`config.mk`:
```
export PLATFORM = sky130hd
export DESIGN_NAME = selfVotingScrambler
export DESIGN_NICKNAME = d
export VERILOG_FILES = /design/src/rtl/scramPkg.sv /design/src/rtl/scramControl.sv /design/src/rtl/scramDatapath.sv /design/src/rtl/selfVotingScrambler.sv
export SDC_FILE = /design/constraint.sdc
export NUM_CORES = 1
export LEC_CHECK = 0
export CELL_PAD_IN_SITES_DETAIL_PLACEMENT = 1
export CELL_PAD_IN_SITES_GLOBAL_PLACEMENT = 1
export CORE_MARGIN = 5
export CORE_UTILIZATION = 49
export CTS_BUF_LIST = sky130_fd_sc_hd__clkbuf_4 sky130_fd_sc_hd__clkbuf_8 sky130_fd_sc_hd__clkbuf_16
export CTS_CLUSTER_DIAMETER = 40
export DETAILED_ROUTE_END_ITERATION = 10
export GPL_TIMING_DRIVEN = 0
export PLACE_DENSITY_LB_ADDON = 0.1
export SLEW_MARGIN = 10
export SYNTH_ARGS = -nofsm -noshare
export SYNTH_HDL_FRONTEND = slang
export SYNTH_SLANG_ARGS = --single-unit
```
`constraint.sdc`:
```
create_clock -name clk -period 3.2 [get_ports clk]
set_clock_uncertainty 0.15 [all_clocks]
set_input_delay 0.8 -clock clk [delete_from_list [all_inputs] [get_ports clk]]
set_output_delay 0.8 -clock clk [all_outputs]
set_load 0.02 [all_outputs]
```
`src/rtl/scramPkg.sv`:
```
package scramPkg;
  localparam int WORD_W   = 96;
  localparam int STATE_W  = 58;
  localparam int TAP_NEAR = 39;
  localparam int COPIES   = 3;
  localparam int IDX_W    = $clog2(STATE_W);
  localparam int SEL_W    = $clog2(COPIES + 1);

  typedef struct packed {
    logic              advance;
    logic [COPIES-1:0] injHit;
    logic [IDX_W-1:0]  injIdx;
  } scramStrobes_t;
endpackage

```
`src/rtl/scramControl.sv`:
```
module scramControl
  import scramPkg::*;
#(
  parameter int Copies = COPIES,
  parameter int SelW   = SEL_W,
  parameter int IdxW   = IDX_W
) (
  input  logic            clk,
  input  logic            rstN,
  input  logic            inValid,
  input  logic            injEn,
  input  logic [SelW-1:0] injCopy,
  input  logic [IdxW-1:0] injBit,
  output scramStrobes_t   strb,
  output logic            outValid
);
  always_comb begin
    strb.advance = inValid;
    strb.injIdx  = injBit;
    for (int c = 0; c < Copies; c++) begin
      strb.injHit[c] = injEn && (injCopy == SelW'(c));
    end
  end

  always_ff @(posedge clk or negedge rstN) begin
    if (!rstN) outValid <= 1'b0;
    else       outValid <= inValid;
  end

  // at most one copy is targeted by an upset at any edge
  assert_single_target_R7: assert property (@(posedge clk) disable iff (!rstN)
    $onehot0(strb.injHit));
endmodule

```
`src/rtl/scramDatapath.sv`:
```
module scramDatapath
  import scramPkg::*;
#(
  parameter int WordW   = WORD_W,
  parameter int StateW  = STATE_W,
  parameter int TapNear = TAP_NEAR,
  parameter int IdxW    = IDX_W
) (
  input  logic             clk,
  input  logic             rstN,
  input  scramStrobes_t    strb,
  input  logic [WordW-1:0] payload,
  output logic [WordW-1:0] scrWord
);
  localparam int SeqW = WordW + StateW;

  // Bit-serial scrambling of one word; seq[k] is the stream bit at word
  // position k, older bits sit at higher indices, the history above the word.
  function automatic logic [SeqW-1:0] scramStep(input logic [StateW-1:0] hist,
                                                input logic [WordW-1:0]  din);
    logic [SeqW-1:0] seq;
    seq = '0;
    seq[WordW +: StateW] = hist;
    for (int k = WordW - 1; k >= 0; k--) begin
      seq[k] = din[k] ^ seq[k + TapNear] ^ seq[k + StateW];
    end
    return seq;
  endfunction

  logic [StateW-1:0] copyState [3];
  logic [StateW-1:0] candState [3];
  logic [WordW-1:0]  candWord  [3];
  logic [StateW-1:0] votedState;
  logic [WordW-1:0]  votedWord;

  for (genvar c = 0; c < 3; c++) begin : gCopy
    logic [SeqW-1:0]   stepSeq;
    logic [StateW-1:0] upsetMask;
    always_comb begin
      stepSeq      = scramStep(copyState[c], payload);
      candWord[c]  = stepSeq[WordW-1:0];
      candState[c] = strb.advance ? stepSeq[StateW-1:0] : copyState[c];
      upsetMask    = strb.injHit[c] ? (StateW'(1) << strb.injIdx) : '0;
    end
    // every flip-flop of every copy loads the majority of the three copies
    always_ff @(posedge clk) begin
      copyState[c] <= votedState ^ upsetMask;
    end
  end

  always_comb begin
    votedState = (candState[0] & candState[1]) | (candState[0] & candState[2])
               | (candState[1] & candState[2]);
    votedWord  = (candWord[0] & candWord[1]) | (candWord[0] & candWord[2])
               | (candWord[1] & candWord[2]);
  end

  always_ff @(posedge clk) begin
    if (strb.advance) scrWord <= votedWord;
  end

  // without an upset at an edge, all copies agree after it
  assert_copies_agree_R5: assert property (@(posedge clk) disable iff (!rstN)
    !(|strb.injHit) |=> (copyState[0] == copyState[1]) && (copyState[1] == copyState[2]));

  // an upset leaves a majority of copies in agreement
  assert_upset_confined_R6: assert property (@(posedge clk) disable iff (!rstN)
    (|strb.injHit) |=> (copyState[0] == copyState[1]) || (copyState[0] == copyState[2])
                    || (copyState[1] == copyState[2]));

  // idle cycles keep the scrambled word
  assert_idle_hold_R3: assert property (@(posedge clk) disable iff (!rstN)
    !strb.advance |=> $stable(scrWord));

  // idle cycles without upset keep the agreed history
  assert_history_hold_R3: assert property (@(posedge clk) disable iff (!rstN)
    (!strb.advance && !(|strb.injHit) && (copyState[0] == copyState[1])
     && (copyState[1] == copyState[2])) |=> $stable(copyState[0]));
endmodule

```
`src/rtl/selfVotingScrambler.sv`:
```
module selfVotingScrambler
  import scramPkg::*;
(
  input  logic              clk,
  input  logic              rstN,
  input  logic              inValid,
  input  logic [WORD_W-1:0] payload,
  input  logic              injEn,
  input  logic [SEL_W-1:0]  injCopy,
  input  logic [IDX_W-1:0]  injBit,
  output logic              outValid,
  output logic [WORD_W-1:0] scrWord
);
  scramStrobes_t strb;

  scramControl uCtrl (
    .clk(clk), .rstN(rstN), .inValid(inValid), .injEn(injEn),
    .injCopy(injCopy), .injBit(injBit), .strb(strb), .outValid(outValid)
  );

  scramDatapath uPath (
    .clk(clk), .rstN(rstN), .strb(strb), .payload(payload), .scrWord(scrWord)
  );
endmodule

```
# Yosys cells after proc, flatten, opt, wreduce, memory -nomap -nowiden

Memories as Yosys holds them, arrays and structs flattened.
Index checks and enable logic that the tools add are counted.

Eq/ne operators: 2
Shift-type cells: 1
Mux-type cells: 6
Bitwise operators: 589
Reductions and logical operators: 4

Operators by type and width:

| operator             | number |
|---|---|
| $xor 1x1->1          | 576 |
| $mux 58              | 6 |
| $and 96x96->96       | 3 |
| $or 96x96->96        | 2 |
| $and 58x58->58       | 3 |
| $xor 58x58->58       | 3 |
| $or 58x58->58        | 2 |
| $shl 1x6->58 const A | 1 |
| $logic_and 1x1->1    | 3 |
| $eq 2x1->1 const B   | 1 |
| $eq 2x2->1 const B   | 1 |
| $logic_not 2->1      | 1 |

Bits in registers: 97
Memory bits (writable): 174
Logic and storage cells: 605
Memories kept: 1

Memories:

| memory          | depth | width | rd ports | clocked after Yosys merged registers in | write ports | line                | source |
|---|---|---|---|---|---|---|---|
| uPath.copyState | 3     | 58    | 3        | 0                                       | 3           | scramDatapath.sv:30 | `logic [StateW-1:0] copyState [3];` |

# Logic depth before layout (Yosys ltp)

Depth after elaboration: 11
Gate-level depth with buffers: 7
Mapped depth without buffers: 6

# Cells and area by module

Synthesis repeated with hierarchy kept, for this count alone.

Cells, all modules: 1,798
Area, all modules: 19,642.6 µm²

By module, submodules not included:

| module        | times used | cells an instance | area an instance (µm²) |
|---|---|---|---|
| scramDatapath | 1          | 1,787             | 19,535.0 |
| scramControl  | 1          | 11                | 107.6 |

# Worst setup path after synthesis

OpenSTA, ideal clock, no wires.

Kind: in2reg
Start: in payload[85]
End: mem uPath.copyState[0][123] in the netlist's numbering
Library setup time: 122 ps
Arrival: 2,367 ps
Required time: 2,928 ps
Slack: 561 ps
Cell stages on the path: 6
Path through: xnor2_2 -> xnor3_1 -> xnor2_1 -> mux2i_1 -> maj3_1 -> xor2_1

RTL lines:

| item               | line                     | source |
|---|---|---|
| start: declaration | selfVotingScrambler.sv:7 | `input logic [WORD_W-1:0] payload,` |
| end: declaration   | scramDatapath.sv:30      |  |

==> parameters.txt <==
Parameter                              Value

Outcome
  Outcome    completed

Timing
  FMAX    329.0 MHz
  Final worst-path cycle share    0.9497
  Setup-violating endpoint count in the final report    0
  Transition time at the pin with the least slew margin    between 1 and 1.5 ns
  Number of max-slew violations in the final report    0
  Number of hold-slack violations in the final timing report    0
  Final Critical Period    between 3 and 4 ns
  Final total negative setup slack    0 ns
  RSZ-0062 raised after global routing    false
  Worst hold slack    roughly 0.23 ns
  Relative slew slack    0.3027

Synth
  Number of cells produced by synthesis    roughly 1800
  Post-Syn Nets    ~1900
  Number of flops mapped to enable cells by yosys    96
  Total standard cell area after synthesis    ~19000 µm²
  Syn avg cell area    just over 10 µm²
  #FFs+latches synth    ~270
  Async set-reset flop share out of synthesis    0.003690
  Seq/Total Area, Yosys    0.3452
  Ys Warns    0
  Synth cell types    46
  Primary FF master, synth    dfxtp_1

Worst hold path
  Worst min path class    primary input to asynchronous set/reset pin

Route
  Count of TritonRoute iterations in the first routing pass    5
  Routed length per placed instance    between 20 and 25 µm
  Iteration-0 DRC Markers    between 500 and 600
  Total via count in the routed design    roughly 14000
  Detailed-routing wirelength on met1    about 24 mm
  Routed via count divided by cell count    5.280
  Residual DRC    0
  Drt total wl    around 57 mm
  Remaining antenna violation count    0
  Top routing layer used    met5
  WL met2    approximately 28 mm
  Length of routed met3 wiring    2.533 mm

Worst setup path
  Endpoint class of the critical path    flip-flop
  Data required time at the worst endpoint    about 3.5 ns
  Critical path startpoint category    primary input
  Critical path start-end classification    primary input to flip-flop
  Arrival @ worst endpoint    between 3 and 4 ns
  Maximum fanout count along the critical path    3

Clocking
  Clock sink count    271
  Number of buffers on the longest clock path    3
  CTS Root Buffer Type    clkbuf_16
  Clock tree from TritonCTS    done
  TritonCTS Buffers    53
  Clock insertion delay at the later pin of the skew report    0.59 ns
  Post-CTS setup buffer count    0
  Clock transition at the registers of the reported paths    0.05 ns
  CTS H-tree depth    2

Global route
  Overall Global Routing Usage    0.2691
  Pin count of the biggest net entering global routing    58
  Vias in the first global route    ~15000
  Global-route wire length before repair    just under 90 mm
  Total congestion overflow    0
  Number of antenna violations at the first check in global routing    4

Die
  Count of boundary I/O pins    between 200 and 250
  Die W    roughly 200 µm
  DIE AREA    around 42000 µm²
  Floorplan core area    ~37000 µm²
  Standard-cell row count    between 70 and 80
  Initial Utilization    0.4939
  Die outline height    a little over 200 µm

Place
  Port bufs    201
  HPWL reported at the end of detailed placement    41.95 mm
  Number of instances in the placed design    ~2500
  Routability congestion estimate    roughly 0.85
  Instance area after placement    21200 µm²

Layout
  Most common library cell in the layout ignoring fill and taps    xnor2_1
  Final instance area    23030 µm²
  Layout cell share with drive strength beyond 1    0.07736
  Layout Cells excl Fill    approximately 2600
  Net count of the finished layout    approximately 2200
  Top library cells by usage in the layout, fill and taps aside    xnor2_1, xor2_1, nand2_1, clkdlybuf4s50_1, dfxtp_1
  Synthesis-to-layout area growth    24.37%

Flow run
  Number of maximum-capacitance violations    0
[state kept, by name (all words and copies together), names as in the netlist]
name / count
uPath.scrWord: 96
uCtrl.outValid: 1
uPath.copyState: 174
[routing by layer]
layer | vias up | GRT usage
met1 | 6889 | 0.3390
met4 | 6 | 0.09165
li1 | 6502 | -
met3 | 117 | 0.04284
met2 | 319 | 0.4709
met5 | - | 0
[cell type report]
| type | count | area (µm²) |
|---|---|---|
| well taps | 511 | 639.4 |
| repair buffers | 202 | 2041 |
| plain buffers | 49 | 240.2 |
| diodes | 2 | 5.005 |
| multi-input cells | 1473 | 11860 |
| fillers | 4052 | 14460 |
| flip-flops and latches | 271 | 6391 |
| clock buffers | 68 | 1546 |
| inverters | 16 | 60.06 |
| clock inverters | 28 | 242.7 |
[Yosys cell counts (all sizes together), types with 17 or more instances]
| master | number | area, µm² |
|---|---|---|
| xor2 | 242 | 2307 |
| xnor2 | 509 | 4511 |
| edfxtp | 96 | 2883 |
| xor3 | 17 | 404.1 |
| xnor3 | 35 | 788.3 |
| a21oi | 90 | 480.5 |
| clkbuf | 35 | 131.4 |
| dfxtp | 174 | 3483 |
| nor2 | 79 | 296.5 |
| mux2i | 28 | 280.3 |
| nand2b | 19 | 118.9 |
| nand2 | 213 | 799.5 |
| maj3 | 95 | 957.2 |
| o21ai | 59 | 310.3 |
[logic make-up (layout without fill, tap and decap cells)]
logic type / after synthesis / in the layout / synth area share
flip-flops: 271 / 271 / 0.3452
adder cells (fa/ha/maj): 95 / 95 / 0.05170
multiplexers: 28 / 28 / 0.01514
buffers and inverters: 65 / 363 / 0.01446
other: 0 / 2 / 0
AND/OR/NAND/NOR: 371 / 371 / 0.08596
AO/OA/AOI/OAI: 176 / 176 / 0.05488
XOR/XNOR: 803 / 803 / 0.4327
[what timing repair did]
action                     4_1_cts  5_1_grt
resized for setup               10       10
setup endpoints to repair      134       51
pin swaps                        0        0
hold buffers                     0        0
gates cloned                     0        0
[path summary, 6_finish.rpt]
check | start | endpoint | slack, ns | cells past startpoint
setup / recovery | payload[62] | uPath.copyState[0][81] | 0.16 | 7
hold / removal | rstN | uCtrl.outValid | 0.23 | 1
hold reg to reg | uPath.copyState[0][105] | uPath.copyState[0][163] | 0.70 | 4
max in group asynchronous | rstN | uCtrl.outValid | 2.57 | 1
setup reg to reg | uPath.copyState[0][28] | uPath.copyState[0][123] | 0.67 | 6
min in group clk | payload[70] | uPath.scrWord[70] | 0.50 | 2
[worst max-delay path, cell delays in order]
cell and delay, ns:
clkdlybuf4s50_1 0.57, xor2_1 0.24, xnor2_1 0.57, xnor2_1 0.18, maj3_1 0.46, a21oi_1 0.37
xnor2_1 0.13
[through the flow]
step	utilization	worst slack, ns
CTS	0.6139	0.01493
global route	0.6141	0.03463
finish	0.6142	0.1609
floorplan	-	0.5613
global placement	0.5646	-4.924
detailed placement	0.5655	-1.045
Power is left out: the tool's default activity adds up to more than one toggle a clock period on the data nets, which glitch-free logic cannot reach.
